File: src/rtl/vic_pkg.sv
package vic_pkg;
    localparam int VIC_W = 8;
    localparam int LVL_W = $clog2(VIC_W);

    typedef enum logic [1:0] {
        PH_READY,
        PH_BASE,
        PH_CASC,
        PH_MODE
    } vic_phase_e;

    typedef struct packed {
        vic_phase_e         phase;
        logic               want_mode;
        logic               no_casc;
        logic               aeoi;
        logic               sel_isr;
        logic [VIC_W-1:0]   base;
        logic [VIC_W-1:0]   casc;
        logic [VIC_W-1:0]   mask;
        logic [VIC_W-1:0]   isr;
        logic [VIC_W-1:0]   irr;
        logic [VIC_W-1:0]   req_prev;
        logic [VIC_W-1:0]   rdata;
        logic [VIC_W-1:0]   vec;
    } vic_state_t;
endpackage

File: src/rtl/vic_prio_enc.sv
module vic_prio_enc #(
    parameter int W  = 8,
    localparam int IW = $clog2(W)
) (
    input  logic [W-1:0]  vec,
    output logic          found,
    output logic [IW-1:0] idx
);
    always_comb begin
        found = 1'b0;
        idx   = '0;
        for (int i = W - 1; i >= 0; i--) begin
            if (vec[i]) begin
                found = 1'b1;
                idx   = IW'(i);
            end
        end
    end
endmodule

File: src/rtl/vic_req_edge.sv
module vic_req_edge #(
    parameter int W = 8
) (
    input  logic [W-1:0] req_in,
    input  logic [W-1:0] prev,
    input  logic [W-1:0] irr_cur,
    output logic [W-1:0] irr_next
);
    // A bit is raised on a rising edge and dropped once its input falls.
    always_comb begin
        irr_next = (irr_cur | (req_in & ~prev)) & req_in;
    end
endmodule

File: src/rtl/vic8_ctrl.sv
module vic8_ctrl
    import vic_pkg::*;
#(
    parameter bit         IS_SLAVE   = 1'b0,
    parameter logic [7:0] RESET_BASE = 8'h00
) (
    input  logic       clk,
    input  logic       rst_n,
    input  logic       addr,
    input  logic       wr_en,
    input  logic       rd_en,
    input  logic [7:0] wdata,
    output logic [7:0] rdata,
    input  logic [7:0] req_in,
    output logic       int_out,
    input  logic       ack,
    output logic [7:0] vec_out,
    output logic [7:0] casc_out
);
    localparam logic [LVL_W-1:0] SPUR_LVL = LVL_W'(VIC_W - 1);
    localparam logic [2:0]       SEOI_OP  = 3'b011;

    vic_state_t s_q, s_d;

    logic [VIC_W-1:0] irr_next, elig, pend;
    logic             g_found, p_found, s_found, grant_ok;
    logic [LVL_W-1:0] g_idx, p_idx, s_idx;

    // Signals brought out for the bound checker.
    logic [VIC_W-1:0] irr_w, isr_w, mask_w;
    logic             aeoi_w;

    vic_req_edge #(.W(VIC_W)) u_edge (
        .req_in   (req_in),
        .prev     (s_q.req_prev),
        .irr_cur  (s_q.irr),
        .irr_next (irr_next)
    );

    assign elig = s_q.irr & req_in & ~s_q.mask;
    assign pend = s_q.irr & ~s_q.mask;

    vic_prio_enc #(.W(VIC_W)) u_grant (.vec(elig),    .found(g_found), .idx(g_idx));
    vic_prio_enc #(.W(VIC_W)) u_pend  (.vec(pend),    .found(p_found), .idx(p_idx));
    vic_prio_enc #(.W(VIC_W)) u_serv  (.vec(s_q.isr), .found(s_found), .idx(s_idx));

    assign grant_ok = g_found && (!s_found || (g_idx < s_idx));
    assign int_out  = p_found && (!s_found || (p_idx < s_idx));

    always_comb begin
        s_d          = s_q;
        s_d.req_prev = req_in;
        s_d.irr      = irr_next;

        // Acknowledge: grant or report spurious level.
        if (ack) begin
            if (grant_ok) begin
                s_d.irr[g_idx] = 1'b0;
                if (!s_q.aeoi) begin
                    s_d.isr[g_idx] = 1'b1;
                end
                s_d.vec = s_q.base + VIC_W'(g_idx);
            end else begin
                s_d.vec = s_q.base + VIC_W'(SPUR_LVL);
            end
        end

        // Register reads return pre-update contents.
        if (rd_en) begin
            if (addr) begin
                s_d.rdata = s_q.mask;
            end else begin
                s_d.rdata = s_q.sel_isr ? s_q.isr : s_q.irr;
            end
        end

        if (wr_en) begin
            if (!addr) begin
                if (wdata[4]) begin
                    s_d.phase     = PH_BASE;
                    s_d.want_mode = wdata[0];
                    s_d.no_casc   = wdata[1];
                    s_d.isr       = '0;
                    s_d.mask      = '0;
                    s_d.sel_isr   = 1'b0;
                    s_d.aeoi      = 1'b0;
                end else if (wdata[3]) begin
                    if (wdata[1]) begin
                        s_d.sel_isr = wdata[0];
                    end
                end else if (wdata[7:5] == SEOI_OP) begin
                    s_d.isr[wdata[2:0]] = 1'b0;
                end
            end else begin
                unique case (s_q.phase)
                    PH_BASE: begin
                        s_d.base = wdata;
                        if (!s_q.no_casc) begin
                            s_d.phase = PH_CASC;
                        end else begin
                            s_d.phase = s_q.want_mode ? PH_MODE : PH_READY;
                        end
                    end
                    PH_CASC: begin
                        if (IS_SLAVE) begin
                            s_d.casc = {5'b0, wdata[2:0]};
                        end else begin
                            s_d.casc = wdata;
                        end
                        s_d.phase = s_q.want_mode ? PH_MODE : PH_READY;
                    end
                    PH_MODE: begin
                        s_d.aeoi  = wdata[1];
                        s_d.phase = PH_READY;
                    end
                    default: begin
                        s_d.mask = wdata;
                    end
                endcase
            end
        end
    end

    always_ff @(posedge clk or negedge rst_n) begin
        if (!rst_n) begin
            s_q       <= '0;
            s_q.phase <= PH_READY;
            s_q.base  <= RESET_BASE;
        end else begin
            s_q <= s_d;
        end
    end

    assign rdata    = s_q.rdata;
    assign vec_out  = s_q.vec;
    assign casc_out = s_q.casc;
    assign irr_w    = s_q.irr;
    assign isr_w    = s_q.isr;
    assign mask_w   = s_q.mask;
    assign aeoi_w   = s_q.aeoi;
endmodule

File: config.mk
export PLATFORM = sky130hd
export DESIGN_NAME = vic8_ctrl
export DESIGN_NICKNAME = d
export VERILOG_FILES = /design/src/rtl/vic_pkg.sv /design/src/rtl/vic_prio_enc.sv /design/src/rtl/vic_req_edge.sv /design/src/rtl/vic8_ctrl.sv
export SDC_FILE = /design/constraint.sdc
export NUM_CORES = 1
export LEC_CHECK = 0
export BUFFER_PORTS_ARGS = -buffer_cell sky130_fd_sc_hd__buf_2
export CORE_MARGIN = 10
export CORE_UTILIZATION = 50
export CTS_BUF_LIST = sky130_fd_sc_hd__clkbuf_16
export DETAILED_ROUTE_END_ITERATION = 8
export PLACE_DENSITY = 0.85
export SLEW_MARGIN = 20
export SYNTH_ARGS = -nofsm -noshare
export SYNTH_HDL_FRONTEND = slang
export SYNTH_SLANG_ARGS = --single-unit
File: constraint.sdc
create_clock -name clk -period 3.3 [get_ports clk]
set_clock_uncertainty 0.15 [all_clocks]
set_input_delay 0.33 -clock clk [delete_from_list [all_inputs] [get_ports clk]]
set_output_delay 0.33 -clock clk [all_outputs]
set_load 0.02 [all_outputs]
==> results by group, run 1 <==
Synth
  – Commonest cells in the synthesized netlist: 70 x dfrtp_1, 35 x o21ai_0, 30 x mux2_2
  – Synthesized area: 3986 um^2
  – Register area share after synthesis: 43.94%
  – Post-synth top area share: 43.94%
  – Most common cell in the synthesized netlist: dfrtp_1
  – Yosys Warn Count: 0
  – Async set or reset register ratio after synthesis: 100.0%
  – Mapped Cells: 405
  – Top cells by area, synth: dfrtp_1 44%, mux2_2 8.5%, buf_4 4.5%
  – Number of enable flip-flop cells after synthesis: 0
  – Post-synthesis cell type count: 57
  – Largest area contributor in the synthesized netlist: dfrtp_1
  – Syn Nets: 439
  – Synth Area per Inst: 9.843 um^2
  – Top_reg_cell synth: dfrtp_1
  – Seq cells post-synth: 70

Finish
  – ANT cells: 0
  – Share of layout cells above drive strength 1: 32.35%
  – NumNets Final: 502
  – Area growth from synthesis to final layout: 22.98%

Clocking
  – Skew-Pair Late Insertion Delay: 0.33 ns
  – Total CTS buffers: 9
  – Root Driver: clkbuf_16
  – Sink Count: 70
  – H-tree lvl count: 3
  – TritonCTS clock tree: yes
  – Max clock buf depth: 2
  – Clk slew on worst S/H paths: 0.06 ns

Pwr
  – LEAKAGE: 2.280 nW
  – VDD IR-drop max: 0.4373 mV
  – Cell Pwr Density: 1091 nW/um^2

Global route
  – First-pass GRT wire length: 17240 um
  – Largest net degree at the start of global routing: 71
  – Vias in the first global route: 3414
  – Antenna violations before repair: 0
  – Congestion Overflow GR: 0
  – Gr usage total: 18.19%

Placed design
  – Placer congestion estimate: 0.9525
  – DP HPWL: 7383 um
  – Place WS: -0.05185 ns
  – IO buf count: 46

Status
  – Failing checks: setup timing
  – Status: finished with violations

Worst setup path
  – Worst EP required: 3.40 ns
  – Crit-path max FO: 4
  – Worst setup EP type: register
  – CP Class: register to register
  – Buf/Inv on CP: 2
  – Largest stage delay on the critical path: 0.37 ns
  – Crit-path leading delay family: compound AO/OA/AOI/OAI gates
  – Data arrival, critical path: 3.50 ns
  – Setup crit start kind: register
  – Slowest CP cell: dfrtp_1
  – Crit-path cells: and3b_1, a21o_1, nor2_2, nor3_2, ha_1, a21oi_4, o221a_4, o41ai_4, ha_2, buf_4, buf_4, a21o_1, a21oi_4, nor2_1, xnor2_1, a21oi_1

Min path
  – Hold Crit Class: input pin to register

Detailed routing
  – DR WL/cell: 18.85 um
  – Routed WL: 10840 um
  – DRC Markers: 0
  – Avg Vias per Cell: 5.849
  – DRT Pass-1 Iters: 5
  – Antenna-violating nets left: 0
  – First DRT Iteration DRCs: 300
  – Vias: 3363

STA
  – Slew margin rel.: 41.96%
  – Final hold violations: 0
  – Pins Over Slew Limit: 0
  – Setup violators final: 5
  – Fmax: 0.2942 GHz
  – Tcrit/Tclk final: 103.0%
  – Final setup margin: -0.09872 ns
  – Actual slew at the worst max-slew pin: 0.8706 ns
  – Final min period: 3.399 ns
  – RSZ-0062 raised after global routing: yes
  – Final worst hold slack: 0.02881 ns

Floorplan
  – Die footprint: 11940 um^2
  – Initial Util: 51.59%
  – Core Box Area: 7727 um^2
  – Rows: 32
  – I/O Pins: 47
  – Die Span Y: 109.3 um
  – Die W: 109.3 um

Job
  – Max-cap violation count: 0
## sequential cells by signal, indices dropped and copies added (netlist names)
| signal | cells |
|---|---|
| s_q | 21 |
| casc_out | 8 |
| irr_w | 8 |
| isr_w | 8 |
| mask_w | 8 |
| rdata | 8 |
| vec_out | 8 |
| aeoi_w | 1 |
## through the flow
step                      instances  power [W]  area (um^2)  util [%]  setup TNS [ns]
after global routing            575   0.005655         4902     63.44          -1.041
final                           575   0.005350         4902     63.44         -0.3120
after floorplan                 405   0.003136         3990         -               0
after CTS                       570   0.004996         4771     61.74               0
after global placement          544   0.003714         4329     56.02               0
after detailed placement        544   0.003811         4329     56.02         -0.1379
## cell families after synthesis
group                    synth area share, %
AO/OA/AOI/OAI                          17.23
AND/OR/NAND/NOR                        14.38
flip-flops                             43.94
buffers and inverters                  8.192
multiplexers                           10.99
adder cells (fa/ha/maj)                3.955
XOR/XNOR                               1.318
## cell usage in the layout, fill, tap and decap left out, drive strengths merged, types with 3 or more instances in the layout
| master | n |
|---|---|
| a21o | 3 |
| a21oi | 28 |
| a22o | 9 |
| a31oi | 5 |
| buf | 82 |
| bufinv | 3 |
| clkbuf | 9 |
| clkinv | 4 |
| dfrtp | 70 |
| dlygate4sd3 | 7 |
| ha | 11 |
| inv | 26 |
| mux2 | 30 |
| mux2i | 10 |
| nand2 | 27 |
| nand2b | 4 |
| nand3 | 10 |
| nand3b | 5 |
| nor2 | 27 |
| nor2b | 12 |
| nor3 | 4 |
| nor4 | 4 |
| o21ai | 37 |
| o221ai | 3 |
| xnor2 | 4 |
## where the power goes
group | internal (W) | switching (W) | total [W] | leakage, nW
registers | 0.00117 | 0.000258 | 0.00142 | 0.863
logic | 0.00131 | 0.00152 | 0.00283 | 1.25
clock network | 0.000733 | 0.000360 | 0.00109 | 0.167
## layout make-up
cell class	instances	area, um^2
flip-flops and latches	70	1753
clock buffers	9	225.2
multi-input cells	272	2016
inverters	26	97.59
fillers	564	2825
clock inverters	7	112.6
well taps	102	127.6
repair buffers	89	570.5
## final timing paths
check,start,endpoint,slack [ns],cells after the start
max,mask_w[7]$_DFFE_PN0P_,vec_out[5]$_DFFE_PN0P_,-0.1,16
max in group asynchronous,rst_n,mask_w[5]$_DFFE_PN0P_,2.33,2
max reg2reg,mask_w[7]$_DFFE_PN0P_,vec_out[5]$_DFFE_PN0P_,-0.1,16
min in group asynchronous,rst_n,casc_out[5]$_DFFE_PN0P_,0.04,2
min reg2reg,rdata[1]$_DFFE_PN0P_,rdata[1]$_DFFE_PN0P_,0.35,1
min,req_in[5],s_q[21]$_DFF_PN0_,0.03,1
## what timing repair did
| item | in CTS | in global routing |
|---|---|---|
| hold endpoints to repair | 7 | 0 |
| hold buffers | 7 | 0 |
| pin swaps | 4 | 17 |
| gates resized for setup | 4 | 20 |
| endpoints found under the setup margin | 4 | 5 |
| setup buffers | 3 | 5 |
## routing by layer
| layer | GRT usage, % | share of wire, % | vias up |
|---|---|---|---|
| met5 | 0 | 0 | - |
| met4 | 6.599 | 1.7 | 0 |
| met3 | 4.037 | 7.4 | 21 |
| met2 | 31.11 | 51 | 163 |
| met1 | 22.08 | 40 | 1627 |
| li1 | - | - | 1552 |
No activity file was read; power rests on OpenSTA's default activity.
==> run 2, diff against run 1 <==
REMOVE_ABC_BUFFERS = 1   (was default)
==> run 2 against run 1 <==
  * The run now ends clean
  * Routed wire length grew 5.8%
  * Flip-flop and latch count is the same
  * Count of clock-buffer cells in the layout is the same
  * Maximum frequency grew 3.2%
  * Register-to-register slack gained 0.11 ns
  * Combinational power grew 8.1%
  * Sequential share of layout area shrank 0.57 points
  * Critical endpoint is now vec_out[3]$_DFFE_PN0P_
  * Largest power group unchanged
  * Highest routed layer unchanged
==> results by group, run 2 (synthesis gave the netlist of run 1 again) <==
Status
  – Status: finished, final reports clean

Pwr
  – VDD IR-drop max: 0.4774 mV
  – Cell Pwr Density: 1097 nW/um^2
  – Tot Pwr: 0.005465 W
  – LEAKAGE: 2.305 nW

Placed design
  – IO buf count: 46
  – DP HPWL: 7828 um
  – Placed Cells incl. Taps: 551
  – Placer congestion estimate: 0.9382

Floorplan
  – Die W: 109.3 um
  – Die footprint: 11940 um^2
  – Rows: 32
  – Core Box Area: 7727 um^2
  – I/O Pins: 47
  – Initial Util: 51.59%
  – Die Span Y: 109.3 um

Detailed routing
  – First DRT Iteration DRCs: 383
  – DRC Markers: 0
  – Avg Vias per Cell: 6.044
  – DR WL/cell: 19.57 um
  – DRT Pass-1 Iters: 5
  – Routed WL: 11470 um
  – Antenna-violating nets left: 0
  – Vias: 3542

STA
  – Actual slew at the worst max-slew pin: 0.7014 ns
  – Slew margin rel.: 53.24%
  – Final hold violations: 0
  – Setup_tns: 0 ns
  – Setup violators final: 0
  – Final min period: 3.292 ns
  – Pins Over Slew Limit: 0
  – Fmax: 0.3037 GHz
  – Tcrit/Tclk final: 99.77%

Finish
  – Register area: 1753 um^2
  – Max reg flops: 21
  – Multi-input logic area: 2044 um^2
  – Finished Layout Cells: 586
  – Utilization after layout: 64.46%
  – Area growth from synthesis to final layout: 24.95%
  – Most common cell after layout, fill and taps aside: dfrtp_1
  – Fill cells: 513
  – NumNets Final: 513
  – Biggest register: s_q
  – Share of layout cells above drive strength 1: 35.33%
  – ANT cells: 0
  – Commonest non-fill, non-tap cells in the layout: 69 x dfrtp_1, 47 x buf_4, 46 x buf_2

Clocking
  – Clk slew on worst S/H paths: 0.06 ns
  – Max clock buf depth: 2
  – Skew-Pair Late Insertion Delay: 0.34 ns
  – Root Driver: clkbuf_16
  – Total CTS buffers: 9
  – Sink Count: 70
  – H-tree lvl count: 3
  – TritonCTS clock tree: yes

Global route
  – Vias in the first global route: 3528
  – Antenna violations before repair: 0
  – First-pass GRT wire length: 17600 um
  – Gr usage total: 18.82%
  – Congestion Overflow GR: 0
  – Largest net degree at the start of global routing: 34

Worst setup path
  – Setup crit start kind: register
  – Data arrival, critical path: 3.36 ns
  – Crit-path max FO: 3
  – Worst setup EP type: register
  – Worst EP required: 3.37 ns
  – CP Class: register to register

Min path
  – Hold Crit Class: input pin to register

Job
  – Max-cap violation count: 0
[run 2: cell count changes in the layout (fill, tap and decap cells not counted), sizes merged]
cell	previous run	this run
bufinv	3	1
clkinvlp	0	2
buf	82	93
inv	26	30
clkinv	4	0
[run 2: repair_timing]
item | 4_1_cts | 5_1_grt
pin swaps | 3 | 11
hold endpoints to repair | 36 | 0
resized for setup | 4 | 27
cloned | 0 | 0
hold buffers | 7 | 0
setup buffers | 3 | 9
endpoints found under the setup margin | 5 | 6
[run 2: metal layers]
layer / vias to the layer above / wire length (um) / track usage (%)
met2: 192 / 5770 / 31.45
li1: 1568 / - / -
met3: 43 / 983 / 4.447
met4: 0 / 350 / 10.22
met1: 1739 / 4365 / 21.97
met5: - / 0 / 0
[run 2: area by class of cell]
cell class	instances	area share [%]
multi-input cells	272	41.04
flip-flops and latches	70	35.19
repair buffers	100	13.11
clock buffers	9	4.521
well taps	102	2.562
inverters	26	1.959
clock inverters	7	1.608
[run 2: critical path: stages, from the launching register on]
cell and delay, ns:
dfrtp_1 0.39, nand3b_1 0.22, a21boi_2 0.20, a21oi_1 0.13
nor2_1 0.06, ha_2 0.34, nand2_1 0.08, a22oi_2 0.18
inv_1 0.08, a31o_2 0.25, o21ai_0 0.08, ha_1 0.26
a21o_1 0.21, a21oi_4 0.17, xnor2_1 0.09, mux2_2 0.27
[run 2: path summary, 6_finish.rpt]
kind	from	to	slack [ns]	cells past startpoint
worst min-delay path	req_in[1]	s_q[17]$_DFF_PN0_	0.008	1
worst max-delay path	mask_w[4]$_DFFE_PN0P_	vec_out[3]$_DFFE_PN0P_	0.008	15
max in group asynchronous	rst_n	irr_w[3]$_DFF_PN0_	1.78	3
worst min register to register	rdata[3]$_DFFE_PN0P_	rdata[3]$_DFFE_PN0P_	0.35	1
min in group asynchronous	rst_n	s_q[66]$_DFFE_PN0P_	0.42	2
worst max register to register	mask_w[4]$_DFFE_PN0P_	vec_out[3]$_DFFE_PN0P_	0.008	15
[run 2: per-stage QoR]
stage	hold WS, ns	setup slack [ns]	area (um^2)
floorplan	-0.1156	0.03607	3757
global placement	0.2472	0.03006	4378
detailed placement	0.2663	-0.1312	4378
CTS	0.003274	0.001467	4788
global route	0.01846	-0.1168	4981
finish	0.007560	0.007633	4981
[run 2: power by group]
group / switching, W / internal, W / leakage (nW) / total, W
Clock: 0.000401 / 0.000595 / 0.143 / 0.000997
Combinational: 0.00162 / 0.00143 / 1.30 / 0.00306
Sequential: 0.000247 / 0.00116 / 0.863 / 0.00141
==> run 3, diff against run 2 <==
RECOVER_POWER = 50   (was default)
==> run 3 against run 2 <==
  * The run now ends with capacitance limit, slew limit, setup timing left
  * Final cell count unchanged
  * Clock power about the same
  * Cell area down 0.98%
  * Worst setup slack got worse by 0.010 ns
  * Worst hold slack gained 0.027 ns
  * Register-to-register slack is essentially flat
  * Total power decreased by 0.63%
  * Count of clock-buffer cells in the layout did not move
  * Global-route usage stayed put
  * Via count is 0.23% lower
  * Utilization is 0.63 points lower
==> results by group, run 3 (synthesis gave the netlist of run 1 again) <==
STA
  – Fmax: 0.3028 GHz
  – Pins Over Slew Limit: 33
  – Final hold violations: 0
  – Final worst hold slack: 0.03480 ns
  – Final setup margin: -0.002866 ns
  – Actual slew at the worst max-slew pin: 1.676 ns
  – Setup violators final: 1
  – Final min period: 3.303 ns
  – Tcrit/Tclk final: 100.1%
  – Slew margin rel.: -11.70%

Detailed routing
  – Vias: 3534
  – Routed WL: 11490 um
  – DR WL/cell: 19.60 um
  – First DRT Iteration DRCs: 373
  – Antenna-violating nets left: 0
  – DRC Markers: 0
  – DRT Pass-1 Iters: 5
  – Avg Vias per Cell: 6.031

Clocking
  – Max clock buf depth: 2
  – TritonCTS clock tree: yes
  – H-tree lvl count: 3
  – Sink Count: 70
  – Total CTS buffers: 9
  – Root Driver: clkbuf_16
  – Clk slew on worst S/H paths: 0.06 ns
  – Skew-Pair Late Insertion Delay: 0.34 ns

Worst setup path
  – Critical path destination: vec_out[3]$_DFFE_PN0P_
  – R2R Path End: vec_out[3]$_DFFE_PN0P_
  – Data arrival, critical path: 3.38 ns
  – Worst setup EP type: register
  – Worst r2r src: mask_w[4]$_DFFE_PN0P_
  – CP Class: register to register
  – Reg2reg setup slack: -0.003 ns
  – Setup crit start kind: register
  – Origin of the worst setup path: mask_w[4]$_DFFE_PN0P_
  – Crit-path max FO: 3
  – Worst EP required: 3.37 ns
  – R2R depth: 15

Floorplan
  – I/O Pins: 47
  – Core Box Area: 7727 um^2
  – Die W: 109.3 um
  – Die Span Y: 109.3 um
  – Rows: 32
  – Initial Util: 51.59%
  – Die footprint: 11940 um^2

Global route
  – Met1 Use GR: 21.97%
  – First-pass GRT wire length: 17600 um
  – Grt met2 use: 31.45%
  – Antenna violations before repair: 0
  – Congestion Overflow GR: 0
  – Largest net degree at the start of global routing: 34
  – Gr usage total: 18.82%
  – GR Util met3: 4.447%
  – Vias in the first global route: 3528
  – Gr busiest metal: met2

Status
  – Status: finished with violations
  – Failing checks: capacitance limit, slew limit, setup timing

Pwr
  – LEAKAGE: 2.199 nW
  – Cell Pwr Density: 1101 nW/um^2
  – Tot Pwr: 0.005431 W
  – VDD IR-drop max: 0.4786 mV

Finish
  – Share of layout cells above drive strength 1: 28.10%
  – NumNets Final: 513
  – ANT cells: 0
  – Max reg flops: 21
  – Design Area, Final: 4932 um^2
  – Area growth from synthesis to final layout: 23.73%
  – Biggest register: s_q
  – Most common cell after layout, fill and taps aside: dfrtp_1
  – Utilization after layout: 63.83%
  – Commonest non-fill, non-tap cells in the layout: 69 x dfrtp_1, 45 x buf_4, 35 x clkbuf_1

Placed design
  – Place WS: -0.1312 ns
  – Placer congestion estimate: 0.9382
  – Placed cell areas: 4378 um^2
  – DP HPWL: 7828 um
  – IO buf count: 46

Min path
  – Hold Crit Class: input pin to register
  – Hold depth: 1

Job
  – Max-cap violation count: 1
run 3: routing by layer:
layer,part of all wire (%),up-vias
met1,38,1725
met5,0,-
met2,50,199
met4,3.2,0
li1,-,1566
met3,8.5,44
run 3: critical path, stage by stage, from the launching register on:
cell      delay, ns
dfrtp_1        0.39
nand3b_1       0.22
a21boi_2       0.20
a21oi_1        0.15
nor2_1         0.06
ha_2           0.34
nand2_1        0.07
a22oi_2        0.19
inv_1          0.08
a31o_2         0.25
o21ai_0        0.08
ha_1           0.26
a21o_1         0.21
a21oi_4        0.17
xnor2_1        0.09
mux2_2         0.27
run 3: power by group:
group          leakage [nW]  switching, W  internal, W  total [W]
Clock                 0.143      0.000401     0.000595   0.000996
Sequential            0.863      0.000252      0.00116    0.00142
Combinational          1.19       0.00162      0.00139    0.00302
run 3: worst min-delay path by stage:
stage	endpoint	start	slack (ns)
after CTS	s_q[17]$_DFF_PN0_	req_in[1]	0.003
final	s_q[17]$_DFF_PN0_	req_in[1]	0.03
after detailed placement	casc_out[0]$_DFFE_PN0P_	rst_n	0.27
after global placement	casc_out[0]$_DFFE_PN0P_	rst_n	0.25
after floorplan	aeoi_w$_DFFE_PN0P_	rst_n	-0.12
after global routing	s_q[17]$_DFF_PN0_	req_in[1]	0.04
run 3: metrics by stage:
step                 TNS [ns]  instances
floorplan                   0        368
global placement            0        551
detailed placement    -0.3039        551
CTS                         0        577
global route          -0.6615        586
finish              -0.002866        586
run 3: repair_timing:
action,CTS,global route
buffers inserted,3,9
endpoints found under the setup margin,5,6
pin swaps,3,11
endpoints found under the hold margin,36,0
hold buffers,7,0
gates resized for setup,4,27
run 3: layout make-up:
| cell class | instances | area [um^2] |
|---|---|---|
| tap | 102 | 127.6 |
| clock buffer | 9 | 225.2 |
| fill | 539 | 2795 |
| inverter | 26 | 97.59 |
| timing repair buffer | 100 | 604.3 |
| clock inverter | 7 | 80.08 |
| multi-input combinational | 272 | 2044 |
| sequential | 70 | 1753 |
